--- src/rtl/mtrap_pkg.sv ---
// Package: shared constants for the trap controller.
// Assumes a CSR select of two bits and the standard status bit positions.
package mtrap_pkg;
    typedef enum logic [1:0] {
        SEL_STATUS = 2'd0,
        SEL_VECTOR = 2'd1,
        SEL_EPC    = 2'd2,
        SEL_CAUSE  = 2'd3
    } csr_sel_e;

    localparam int STAT_EN_BIT  = 3;
    localparam int STAT_PEN_BIT = 7;
endpackage

--- src/rtl/mtrap_csr.sv ---
// Module: trap state registers (saved PC, enable bits, vector, cause).
// Assumes enter/leave are already arbitrated; trap state updates win over
// software writes in the same cycle. ALIGN must be at least ID_W+2.
module mtrap_csr #(
    parameter int XLEN  = 32,
    parameter int ID_W  = 5,
    parameter int ALIGN = 8
) (
    input  logic              clk,
    input  logic              rst_n,
    input  logic              enter,
    input  logic              leave,
    input  logic [XLEN-1:0]   entry_pc,
    input  logic              entry_irq,
    input  logic [ID_W-1:0]   entry_code,
    input  logic              csr_we,
    input  logic [1:0]        csr_sel,
    input  logic [XLEN-1:0]   csr_wdata,
    output logic [XLEN-1:0]   csr_rdata,
    output logic              en_q,
    output logic              pen_q,
    output logic [XLEN-1:0]   epc_q,
    output logic [XLEN-ALIGN-1:0] vbase_q,
    output logic              vmode_q
);
    import mtrap_pkg::*;

    localparam int PAD_C = XLEN - 1 - ID_W;

    logic              cirq_q;
    logic [ID_W-1:0]   ccode_q;
    logic              wr_stat, wr_vec, wr_epc, wr_cause;

    // Decode software write strobes per register.
    always_comb begin
        wr_stat  = csr_we && (csr_sel == SEL_STATUS);
        wr_vec   = csr_we && (csr_sel == SEL_VECTOR);
        wr_epc   = csr_we && (csr_sel == SEL_EPC);
        wr_cause = csr_we && (csr_sel == SEL_CAUSE);
    end

    // Enable and previous-enable bits: trap entry, return, then software.
    always_ff @(posedge clk) begin
        if (!rst_n) begin
            en_q  <= 1'b0;
            pen_q <= 1'b0;
        end else if (enter) begin
            pen_q <= en_q;
            en_q  <= 1'b0;
        end else if (leave) begin
            en_q  <= pen_q;
            pen_q <= 1'b1;
        end else if (wr_stat) begin
            en_q  <= csr_wdata[STAT_EN_BIT];
            pen_q <= csr_wdata[STAT_PEN_BIT];
        end
    end

    // Saved exception PC.
    always_ff @(posedge clk) begin
        if (!rst_n)
            epc_q <= '0;
        else if (enter)
            epc_q <= entry_pc;
        else if (wr_epc)
            epc_q <= csr_wdata;
    end

    // Trap cause: interrupt flag and code.
    always_ff @(posedge clk) begin
        if (!rst_n) begin
            cirq_q  <= 1'b0;
            ccode_q <= '0;
        end else if (enter) begin
            cirq_q  <= entry_irq;
            ccode_q <= entry_code;
        end else if (wr_cause) begin
            cirq_q  <= csr_wdata[XLEN-1];
            ccode_q <= csr_wdata[ID_W-1:0];
        end
    end

    // Vector base (aligned bits only) and dispatch mode.
    always_ff @(posedge clk) begin
        if (!rst_n) begin
            vbase_q <= '0;
            vmode_q <= 1'b0;
        end else if (wr_vec) begin
            vbase_q <= csr_wdata[XLEN-1:ALIGN];
            vmode_q <= csr_wdata[0];
        end
    end

    // Combinational read mux.
    always_comb begin
        csr_rdata = '0;
        unique case (csr_sel)
            SEL_STATUS: begin
                csr_rdata[STAT_EN_BIT]  = en_q;
                csr_rdata[STAT_PEN_BIT] = pen_q;
            end
            SEL_VECTOR: csr_rdata = {vbase_q, {(ALIGN-1){1'b0}}, vmode_q};
            SEL_EPC:    csr_rdata = epc_q;
            SEL_CAUSE:  csr_rdata = {cirq_q, {PAD_C{1'b0}}, ccode_q};
            default:    csr_rdata = '0;
        endcase
    end
endmodule

--- src/rtl/mtrap_target.sv ---
// Module: computes the trap handler address from vector base, mode and cause.
// Assumes the vectored offset (code*4) fits below the alignment boundary.
module mtrap_target #(
    parameter int XLEN  = 32,
    parameter int ID_W  = 5,
    parameter int ALIGN = 8
) (
    input  logic [XLEN-ALIGN-1:0] vbase,
    input  logic                  vmode,
    input  logic                  is_irq,
    input  logic [ID_W-1:0]       code,
    output logic [XLEN-1:0]       target
);
    localparam int OFS_PAD = ALIGN - ID_W - 2;

    logic [ALIGN-1:0] offset;

    // Offset only for interrupts in vectored mode.
    always_comb begin
        offset = '0;
        if (is_irq && vmode)
            offset = {{OFS_PAD{1'b0}}, code, 2'b00};
        target = {vbase, offset};
    end
endmodule

--- src/rtl/mtrap_redirect.sv ---
// Module: registers the fetch redirect for boot, trap entry and return.
// Assumes the caller has already given trap priority over return.
module mtrap_redirect #(
    parameter int XLEN = 32
) (
    input  logic            clk,
    input  logic            rst_n,
    input  logic [XLEN-1:0] boot_addr,
    input  logic            enter,
    input  logic            leave,
    input  logic [XLEN-1:0] trap_target,
    input  logic [XLEN-1:0] epc,
    output logic            boot_pend,
    output logic            redirect,
    output logic [XLEN-1:0] redirect_pc
);
    // One boot redirect after reset release, then trap/return redirects.
    always_ff @(posedge clk) begin
        if (!rst_n) begin
            boot_pend   <= 1'b1;
            redirect    <= 1'b0;
            redirect_pc <= '0;
        end else if (boot_pend) begin
            boot_pend   <= 1'b0;
            redirect    <= 1'b1;
            redirect_pc <= boot_addr;
        end else if (enter) begin
            redirect    <= 1'b1;
            redirect_pc <= trap_target;
        end else if (leave) begin
            redirect    <= 1'b1;
            redirect_pc <= epc;
        end else begin
            redirect    <= 1'b0;
        end
    end
endmodule

--- src/rtl/mtrap_unit.sv ---
// Module: machine-mode trap entry/return controller top.
// Assumes requests are single-cycle strobes from the pipeline; requests
// during the boot cycle are dropped.
module mtrap_unit #(
    parameter int XLEN  = 32,
    parameter int ID_W  = 5,
    parameter int ALIGN = 8
) (
    input  logic            clk,
    input  logic            rst_n,
    input  logic [XLEN-1:0] boot_addr,
    input  logic [XLEN-1:0] cur_pc,
    input  logic            trap_req,
    input  logic            trap_is_irq,
    input  logic [ID_W-1:0] trap_cause,
    input  logic            mret_req,
    input  logic            csr_we,
    input  logic [1:0]      csr_sel,
    input  logic [XLEN-1:0] csr_wdata,
    output logic [XLEN-1:0] csr_rdata,
    output logic            irq_en,
    output logic            redirect,
    output logic [XLEN-1:0] redirect_pc
);
    logic                  boot_pend;
    logic                  enter, leave;
    logic                  en_q, pen_q, vmode_q;
    logic [XLEN-1:0]       epc_q, trap_target;
    logic [XLEN-ALIGN-1:0] vbase_q;

    // Arbitration: boot blocks all, trap beats return.
    always_comb begin
        enter = trap_req && !boot_pend;
        leave = mret_req && !trap_req && !boot_pend;
    end

    assign irq_en = en_q;

    mtrap_csr #(.XLEN(XLEN), .ID_W(ID_W), .ALIGN(ALIGN)) u_csr (
        .clk(clk), .rst_n(rst_n), .enter(enter), .leave(leave),
        .entry_pc(cur_pc), .entry_irq(trap_is_irq), .entry_code(trap_cause),
        .csr_we(csr_we), .csr_sel(csr_sel), .csr_wdata(csr_wdata),
        .csr_rdata(csr_rdata), .en_q(en_q), .pen_q(pen_q), .epc_q(epc_q),
        .vbase_q(vbase_q), .vmode_q(vmode_q)
    );

    mtrap_target #(.XLEN(XLEN), .ID_W(ID_W), .ALIGN(ALIGN)) u_tgt (
        .vbase(vbase_q), .vmode(vmode_q), .is_irq(trap_is_irq),
        .code(trap_cause), .target(trap_target)
    );

    mtrap_redirect #(.XLEN(XLEN)) u_redir (
        .clk(clk), .rst_n(rst_n), .boot_addr(boot_addr), .enter(enter),
        .leave(leave), .trap_target(trap_target), .epc(epc_q),
        .boot_pend(boot_pend), .redirect(redirect), .redirect_pc(redirect_pc)
    );
endmodule

--- config.mk ---
export PLATFORM = sky130hd
export DESIGN_NAME = mtrap_unit
export DESIGN_NICKNAME = d
export VERILOG_FILES = /design/src/rtl/mtrap_pkg.sv /design/src/rtl/mtrap_csr.sv /design/src/rtl/mtrap_target.sv /design/src/rtl/mtrap_redirect.sv /design/src/rtl/mtrap_unit.sv
export SDC_FILE = /design/constraint.sdc
export NUM_CORES = 1
export LEC_CHECK = 0
export BUFFER_PORTS_ARGS = -buffer_cell sky130_fd_sc_hd__buf_2
export CORE_MARGIN = 8
export CORE_UTILIZATION = 43
export CTS_BUF_LIST = sky130_fd_sc_hd__clkbuf_4 sky130_fd_sc_hd__clkbuf_8 sky130_fd_sc_hd__clkbuf_16
export DETAILED_ROUTE_END_ITERATION = 10
export GPL_TIMING_DRIVEN = 0
export PLACE_DENSITY = 0.71
export SLEW_MARGIN = 40
export SYNTH_ARGS = -nofsm -noshare
export SYNTH_HDL_FRONTEND = slang
export SYNTH_SLANG_ARGS = --single-unit
--- constraint.sdc ---
create_clock -name clk -period 1.3 [get_ports clk]
set_input_delay 0.13 -clock clk [delete_from_list [all_inputs] [get_ports clk]]
set_output_delay 0.13 -clock clk [all_outputs]
set_load 0.05 [all_outputs]
==> Word level (Yosys, flattened, before mapping) <==
Index checks and enable logic that the tools add are counted.
{ "word_totals": {"wordCells": 56, "out_inout_bits": 66, "inputBits": 109, "register_bits": 99} }
{ "classes": {"reduce_logical": 18, "eq_ne": 3, "bitwise_logic": 1, "n_mux": 24} }
{ "op_table": {"columns": ["cell", "count"], "rows": [
  ["32-bit 2-to-1 mux", 5],
  ["24-bit one-hot mux with 3 select lines", 1],
  ["1-bit 2-to-1 mux", 11],
  ["5-bit 2-to-1 mux", 2],
  ["3-bit one-hot mux with 3 select lines", 1],
  ["1-bit logical AND", 8],
  ["7-bit 2-to-1 mux", 1],
  ["3-bit one-hot mux with 2 select lines", 1],
  ["2-bit nonzero test", 3],
  ["3-bit nonzero test", 2],
  ["2-bit == test (second input constant)", 2],
  ["1-bit one-hot mux with 4 select lines", 1],
  ["2-bit OR reduction", 2],
  ["1-bit one-hot mux with 3 select lines", 1],
  ["2-bit by 1-bit == test with 1-bit output (second input constant)", 1],
  ["1-bit zero test", 2],
  ["2-bit zero test", 1],
  ["1-bit NOT", 1]
]} }

==> Depth between registers and ports, before layout <==
Gate-level depths: netlist (run 1).
{ "logic_depth": {"word_depth": 6, "ltp_mapped": 6, "depth_no_buf": 3} }

==> Modules after synthesis <==
From an unflattened synthesis (run 1), not the netlist that was laid out.
{ "hier_totals": {"cells_unflattened": 603, "area_unflattened_um2": 5325.1} }
{ "by_module_without_submodules": {"columns": ["module", "seq_area_each_um2", "area_per_inst_um2", "instances", "cells_each"], "rows": [
  ["mtrap_csr", 1301.2, 3188.1, 1, 381],
  ["mtrap_redirect", 680.7, 1880.6, 1, 187],
  ["mtrap_target", 0.0, 237.7, 1, 33],
  ["mtrap_unit", 0.0, 18.8, 1, 2]
]} }

==> Worst setup path after synthesis (run 1) <==
Ideal clock, no wire load.
{ "synth_timing": {"kind": "flip-flop to output port", "startpoint": "reg u_csr.en_q", "endpoint": "out csr_rdata[3]", "required_time_ps": 1170, "path_slack_ps": -703, "t_arrival_ps": 1873, "path_buffers": 0, "path_stages_with_launch": 3, "cell_sequence": "dfxtp_1 mux2i_1 o21ai_0"} }
{ "synth_between": {"elab_chain_len": 1} }
{ "synth_rtl": {"columns": ["element", "line_no", "text"], "rows": [
  ["start, declared", "mtrap_csr.sv:20", "output logic en_q,"],
  ["start signal, assigned", "mtrap_csr.sv:51", "en_q <= pen_q;"],
  ["start signal, assigned", "mtrap_csr.sv:54", "en_q <= csr_wdata[STAT_EN_BIT];"],
  ["1-bit one-hot mux with 4 select lines", "mtrap_csr.sv:97", "unique case (csr_sel)"],
  ["end, declared", "mtrap_unit.sv:20", "output logic [XLEN-1:0] csr_rdata,"]
]} }
Every way passes these cells.

==> Final worst setup path (run 1) <==
{ "layout_timing": {"startpoint": "reg u_csr.vmode_q", "endpoint": "out csr_rdata[0]"} }
{ "layout_between": {"elab_chain_len": 1} }
{ "layout_rtl": {"columns": ["element", "line_no", "text"], "rows": [
  ["start, declared", "mtrap_csr.sv:24", "output logic vmode_q"],
  ["start signal, assigned", "mtrap_csr.sv:90", "vmode_q <= csr_wdata[0];"],
  ["3-bit one-hot mux with 3 select lines", "mtrap_csr.sv:97", null]
]} }
Every way passes these cells.

==> impl_metrics.py, run 1 <==
metrics = {
    "status": {
        "status": "finished with violations",
        "violations": "negative setup slack",
    },
    "floorplan": {
        "pin_count": 175,
        "core_area_sq_um": 10800,
        "rows": 38,
        "die_area_sq_um": 14800,
        "dieWidth_microns": 122,
        "die_h_microns": 122,
        "start_util_pct": 44.2,
    },
    "clock_network": {
        "clockBufferDepth": 2,
        "htree_levels": 3,
        "numCtsBuffers": 9,
        "tritoncts": "built",
        "clk_pin_slew_ns": 0.10,
        "cts.sinks": 99,
        "clock_latency_ns": 0.37,
        "root_buffer": "clkbuf_8",
    },
    "critical_path": {
        "path_class": "register to primary output",
        "crit_chain": "mux2_4, a22o_1, buf_6",
        "critPathMaxStageDelay_ns": 0.34,
        "slowest_stage": "dfxtp_2",
        "required_ns": 1.17,
        "critical-path-top-delay-family": "flip-flops",
        "worstPathMaxFanout": 3,
        "worstPathBufferInverterCount": 1,
        "cp-start-kind": "register",
        "end_kind": "primary output",
        "critPathArrivalTime_ns": 1.34,
        "crit_cells": 3,
        "reg2reg_depth": 5,
    },
    "cells_and_area": {
        "num_antenna_cells": 0,
        "syn_to_final_growth_pct": 34.4,
        "drive_above_1_share_pct": 37.2,
        "fin_area_sq_um": 6450,
        "nNetsFinal": 829,
        "final-instance-count-excl-fill": 865,
        "fill_cells": 992,
    },
    "power": {
        "swShare_pct": 31.6,
        "intPower_uw": 4840,
        "seq_power_share_pct": 47.3,
        "p_total_uw": 7080,
        "p_comb_share_pct": 22.7,
        "p_sw_uw": 2240,
        "p_clk_share_pct": 30.0,
        "p_per_area_nw_per_um2": 1100,
        "p_leak_uw": 0.00309,
        "peakVddDrop_uv": 651,
    },
    "synth": {
        "ys_ff_latch": 99,
        "ys_warn_count": 0,
        "synth_edf_count": 0,
        "ys_top_cells_by_area": "dfxtp_1 41%, mux2i_1 14%, a22o_1 9.0%",
        "synthCells": 528,
        "yosysSeqAreaShare_pct": 41.3,
        "ys.flop_type": "dfxtp_1",
        "synthArstFlopShare_pct": 0,
        "syn_area_sq_um": 4790,
        "synth_largest_area_cell": "dfxtp_1",
        "synth_common_cells": "99 x dfxtp_1, 75 x nand2_1, 67 x mux2i_1",
        "yosysMostFrequentCell": "dfxtp_1",
        "synth_top_area_share_pct": 41.3,
        "synth_cell_types": 37,
        "syn_nets": 637,
        "syn_area_per_cell_sq_um": 9.08,
    },
    "placement": {
        "portBuffers": 174,
        "place_congestion": 0.899,
        "place_inst": 842,
        "dp_hpwl_microns": 13200,
        "detailed_place.area_sq_um": 5850,
        "preCtsSetupSlack_ns": -0.266,
    },
    "drt": {
        "drc": 0,
        "drtAntennaViolNets": 0,
        "viasPerCell": 5.53,
        "vias": 4782,
        "dr.pass1.iters": 5,
        "drtIter0Drc": 395,
        "wl_per_cell_microns": 19.8,
        "wl_microns": 17100,
    },
    "sta": {
        "tightest_slew_ns": 0.513,
        "max_freq_mhz": 682,
        "tns_ns": -0.340,
        "finalCritPeriodShare_pct": 113,
        "timing.final.ws_setup_ns": -0.167,
        "slew_violations": 0,
        "setup_viol": 3,
        "finalHoldViolCount": 0,
        "period_needed_ns": 1.47,
        "rsz0062_at_grt": "yes",
        "skew_ns": 0.0170,
        "slew_headroom_pct": 65.8,
    },
    "hold_path": {
        "hold_path_depth": 3,
        "min_path_type": "primary input to register",
    },
    "grt": {
        "grt_remaining_overflow": 0,
        "grt_util_all_layers_pct": 22.2,
        "grt_pass1_wl_microns": 25700,
        "grt_max_degree": 17,
        "grt_pass1_vias": 4953,
        "use_met3_pct": 4.49,
        "antenna_found_initial": 0,
        "busiest_layer": "met2",
        "gr-usage-met2_pct": 37.4,
        "grtUsageMet1_pct": 27.1,
    },
    "flow_run": {
        "cap_viol_max_count": 0,
    },
}
==> worst paths after layout <==
| kind | start | endpoint | slack, ns |
|---|---|---|---|
| worst min-delay path | csr_wdata[9] | u_csr.vbase_q[1] | 0.0003 |
| worst max register to register | u_redir.boot_pend | u_redir.redirect_pc[20] | 0.05 |
| worst min register to register | u_csr.vbase_q[20] | u_csr.vbase_q[20] | 0.47 |
| worst max-delay path | u_csr.vmode_q | csr_rdata[0] | -0.17 |
==> cells by family after synthesis <==
kind of cell / Yosys count / synth area share (%)
AOI/OAI and AO/OA: 200 / 25.6
and+or+nand+nor: 107 / 10.9
DFF: 99 / 41.3
muxes: 72 / 15.2
buffers and inverters: 50 / 7.02
==> layout by cell type, fill, tap and decap left out, types with 2 or more instances in the layout <==
cell type      instances
buf_2                151
dfxtp_1               85
nand2_1               75
mux2i_1               66
a21oi_1               65
o21ai_0               49
a22o_1                48
buf_6                 31
buf_4                 25
o21ai_1               21
clkbuf_8              11
dfxtp_2               11
clkbuf_1               6
clkbuf_4               6
and3b_1                6
nor2_1                 5
a31oi_1                5
a32oi_1                5
buf_8                  4
mux2_2                 4
buf_12                 3
and2_1                 3
nor2b_1                3
a22oi_1                3
dfxtp_4                3
nand3b_1               2
clkbuf_2               2
dlygate4sd3_1          2
==> worst min-delay path: cells and delay by family <==
| kind | cells | cell delay [ns] |
|---|---|---|
| buf+inv | 1 | 0.11 |
| simple gates | 1 | 0.05 |
| compound gates | 1 | 0.05 |
==> flip-flops by register name, summed over array words and instances, names as in the netlist <==
signal               count
u_csr.epc_q             32
u_redir.redirect_pc     32
u_csr.vbase_q           24
u_csr.ccode_q            5
u_csr.cirq_q             1
u_csr.en_q               1
u_csr.pen_q              1
u_csr.vmode_q            1
u_redir.boot_pend        1
u_redir.redirect         1
==> metrics by stage <==
| stage | hold WS (ns) | utilization [%] |
|---|---|---|
| after floorplan | 0.266 | - |
| final | 0.000256 | 59.5 |
| after global placement | 0.378 | 54.0 |
| after global routing | 0.00415 | 59.5 |
| after detailed placement | 0.387 | 54.0 |
| after CTS | 0.000238 | 58.0 |
==> power by group through the flow <==
stage | Combinational [uW] | Clock [uW] | Sequential (uW)
detailed placement | 1480 | 0 | 3410
global route | 1710 | 2250 | 3370
floorplan | 781 | 0 | 3590
CTS | 1560 | 2130 | 3340
global placement | 1460 | 0 | 3400
finish | 1610 | 2120 | 3350
==> final cells by class <==
cell class	count	area [sq um]	area share, %
buffer	49	415	6.44
inverter	1	3.75	0.0582
clock buffer	11	151	2.35
tap	140	175	2.72
clock inverter	5	60.1	0.932
sequential	99	2010	31.1
multi-input combinational	379	2540	39.4
timing repair buffer	181	1090	17.0
==> metal layers <==
metal  share of wire [%]  vias up
li1                    -     2299
met1                  41     2262
met2                  49      197
met3                 8.2       24
met4                 1.8        0
met5                   0        -
==> what timing repair did <==
action / 4_1_cts / 5_1_grt
endpoints found under the hold margin: 2 / 0
setup buffers: 2 / 3
gates resized for setup: 70 / 49
pin swaps: 1 / 5
hold buffers: 2 / 0
endpoints found under the setup margin: 86 / 72
(Power assumes the default switching activity.)
==> run 2, diff against run 1 <==
--- a/config.mk
+++ b/config.mk
@@ -5,13 +5,12 @@
 export SDC_FILE = /design/constraint.sdc
 export NUM_CORES = 1
 export LEC_CHECK = 0
-export BUFFER_PORTS_ARGS = -buffer_cell sky130_fd_sc_hd__buf_2
 export CORE_MARGIN = 8
 export CORE_UTILIZATION = 43
 export CTS_BUF_LIST = sky130_fd_sc_hd__clkbuf_4 sky130_fd_sc_hd__clkbuf_8 sky130_fd_sc_hd__clkbuf_16
 export DETAILED_ROUTE_END_ITERATION = 10
+export DONT_BUFFER_PORTS = 1
 export GPL_TIMING_DRIVEN = 0
-export PLACE_DENSITY = 0.71
 export SLEW_MARGIN = 40
 export SYNTH_ARGS = -nofsm -noshare
 export SYNTH_HDL_FRONTEND = slang
==> impl_metrics.py, run 2 (synthesis results as in run 1) <==
metrics = {
    "drt": {
        "wl_met1_microns": 7250,
        "wl_microns": 17700,
        "drc": 0,
        "drtAntennaViolNets": 0,
        "vias": 4632,
        "wl_per_cell_microns": 22.4,
        "top_layer": "met4",
        "drtIter0Drc": 385,
        "viasPerCell": 5.87,
        "routed-wl-met3_microns": 1290,
        "route.met2.wl_microns": 8580,
        "dr.pass1.iters": 5,
    },
    "power": {
        "p_sw_uw": 2180,
        "peakVddDrop_uv": 592,
        "intPower_uw": 4720,
        "seq_power_share_pct": 52.0,
        "p_comb_share_pct": 20.1,
        "p_leak_uw": 0.00285,
        "p_per_area_nw_per_um2": 1040,
        "swShare_pct": 31.6,
        "p_clk_share_pct": 27.9,
    },
    "sta": {
        "slew_violations": 0,
        "tightest_slew_ns": 0.604,
        "tns_ns": -0.318,
        "setup_viol": 3,
        "finalHoldViolCount": 0,
        "skew_ns": 0.00554,
        "period_needed_ns": 1.43,
        "rsz0062_at_grt": "yes",
        "slew_headroom_pct": 59.7,
        "finalCritPeriodShare_pct": 110,
        "max_freq_mhz": 700,
        "timing.final.ws_setup_ns": -0.129,
    },
    "floorplan": {
        "rows": 38,
        "start_util_pct": 44.2,
        "die_h_microns": 122,
        "pin_count": 175,
        "die_area_sq_um": 14800,
        "dieWidth_microns": 122,
        "core_area_sq_um": 10800,
    },
    "hold_path": {
        "min_path_type": "primary input to register",
    },
    "status": {
        "status": "finished with violations",
        "violations": "negative setup slack",
    },
    "cells_and_area": {
        "final_common_cell": "dlygate4sd3_1",
        "top_regs": "u_csr.epc_q: 32 flops, u_redir.redirect_pc: 32 flops, u_csr.vbase_q: 24 flops",
        "final-instance-count-excl-fill": 789,
        "layout_common_cells": "98 x dlygate4sd3_1, 87 x dfxtp_1, 75 x nand2_1",
        "drive_above_1_share_pct": 20.2,
        "num_antenna_cells": 0,
        "syn_to_final_growth_pct": 37.8,
        "nNetsFinal": 753,
    },
    "grt": {
        "grt_util_all_layers_pct": 23.2,
        "grt_remaining_overflow": 0,
        "grt_pass1_vias": 4662,
        "grt_pass1_wl_microns": 26300,
        "antenna_found_initial": 1,
        "grt_max_degree": 15,
    },
    "flow_run": {
        "cap_viol_max_count": 0,
    },
    "critical_path": {
        "slowest_stage": "dfxtp_4",
        "worstPathBufferInverterCount": 0,
        "worstPathMaxFanout": 4,
        "crit_chain": "mux2i_4, o21ai_4",
        "path_class": "register to primary output",
        "required_ns": 1.17,
        "critPathArrivalTime_ns": 1.30,
        "cp-start-kind": "register",
        "critical-path-top-delay-family": "flip-flops",
        "critPathMaxStageDelay_ns": 0.48,
        "end_kind": "primary output",
    },
    "placement": {
        "dp_hpwl_microns": 12600,
        "place_inst": 668,
        "place_congestion": 0.873,
        "portBuffers": 0,
    },
    "clock_network": {
        "clk_pin_slew_ns": 0.09,
        "cts.sinks": 99,
        "htree_levels": 3,
        "root_buffer": "clkbuf_8",
        "numCtsBuffers": 9,
        "tritoncts": "built",
        "clock_latency_ns": 0.37,
        "clockBufferDepth": 2,
    },
}
run 2: worst paths after layout:
path / from / end / slack [ns] / depth (start not counted)
min reg2reg: u_csr.vmode_q / u_csr.vmode_q / 0.47 / 2
min: boot_addr[11] / u_redir.redirect_pc[11] / 0.01 / 3
max reg2reg: u_redir.boot_pend / u_redir.redirect_pc[2] / 0.02 / 6
max: u_csr.en_q / csr_rdata[3] / -0.13 / 2
run 2: area by class of cell:
| type | instances | area [sq um] |
|---|---|---|
| fill | 936 | 4240 |
| multi-input combinational | 379 | 2780 |
| sequential | 99 | 2000 |
| timing repair buffer | 105 | 1060 |
| buffer | 49 | 397 |
| tap | 140 | 175 |
| clock buffer | 14 | 174 |
| clock inverter | 2 | 10.0 |
| inverter | 1 | 3.75 |
run 2: per-stage QoR:
stage	utilization, %	area [sq um]	power (uW)	setup slack (ns)	hold WS, ns
6_report	60.9	6610	6900	-0.129	0.0129
5_1_grt	60.9	6610	7160	-0.161	0.0200
4_1_cts	58.6	6350	6830	-0.167	0.00253
3_5_place_dp	46.1	4990	4620	-0.243	0.273
3_3_place_gp	46.0	4980	4590	-0.207	0.269
2_1_floorplan	-	4810	4370	0.0615	0.266
run 2: worst min-delay path, stage by stage:
cell	delay, ns
nand2_1	0.03
o21ai_0	0.07
a22o_1	0.12
run 2: what timing repair did:
| item | 4_1_cts | 5_1_grt |
|---|---|---|
| buffers inserted | 3 | 3 |
| gates resized for setup | 67 | 47 |
| gates cloned | 0 | 1 |
| setup endpoints to repair | 86 | 75 |
| hold buffers | 96 | 2 |
| hold endpoints to repair | 92 | 2 |
| pin swaps | 3 | 4 |
run 2: power by group through the flow:
stage	Sequential [uW]	Clock (uW)	Combinational [uW]
2_1_floorplan	3590	0	781
6_report	3590	1920	1380
3_5_place_dp	3640	0	979
5_1_grt	3610	2070	1480
4_1_cts	3570	1960	1300
3_3_place_gp	3630	0	958
run 2: metal layers:
layer | vias up | track usage [%]
li1 | 2148 | -
met3 | 43 | 5.28
met2 | 227 | 38.6
met1 | 2214 | 27.6
met5 | - | 0
met4 | 0 | 11.3
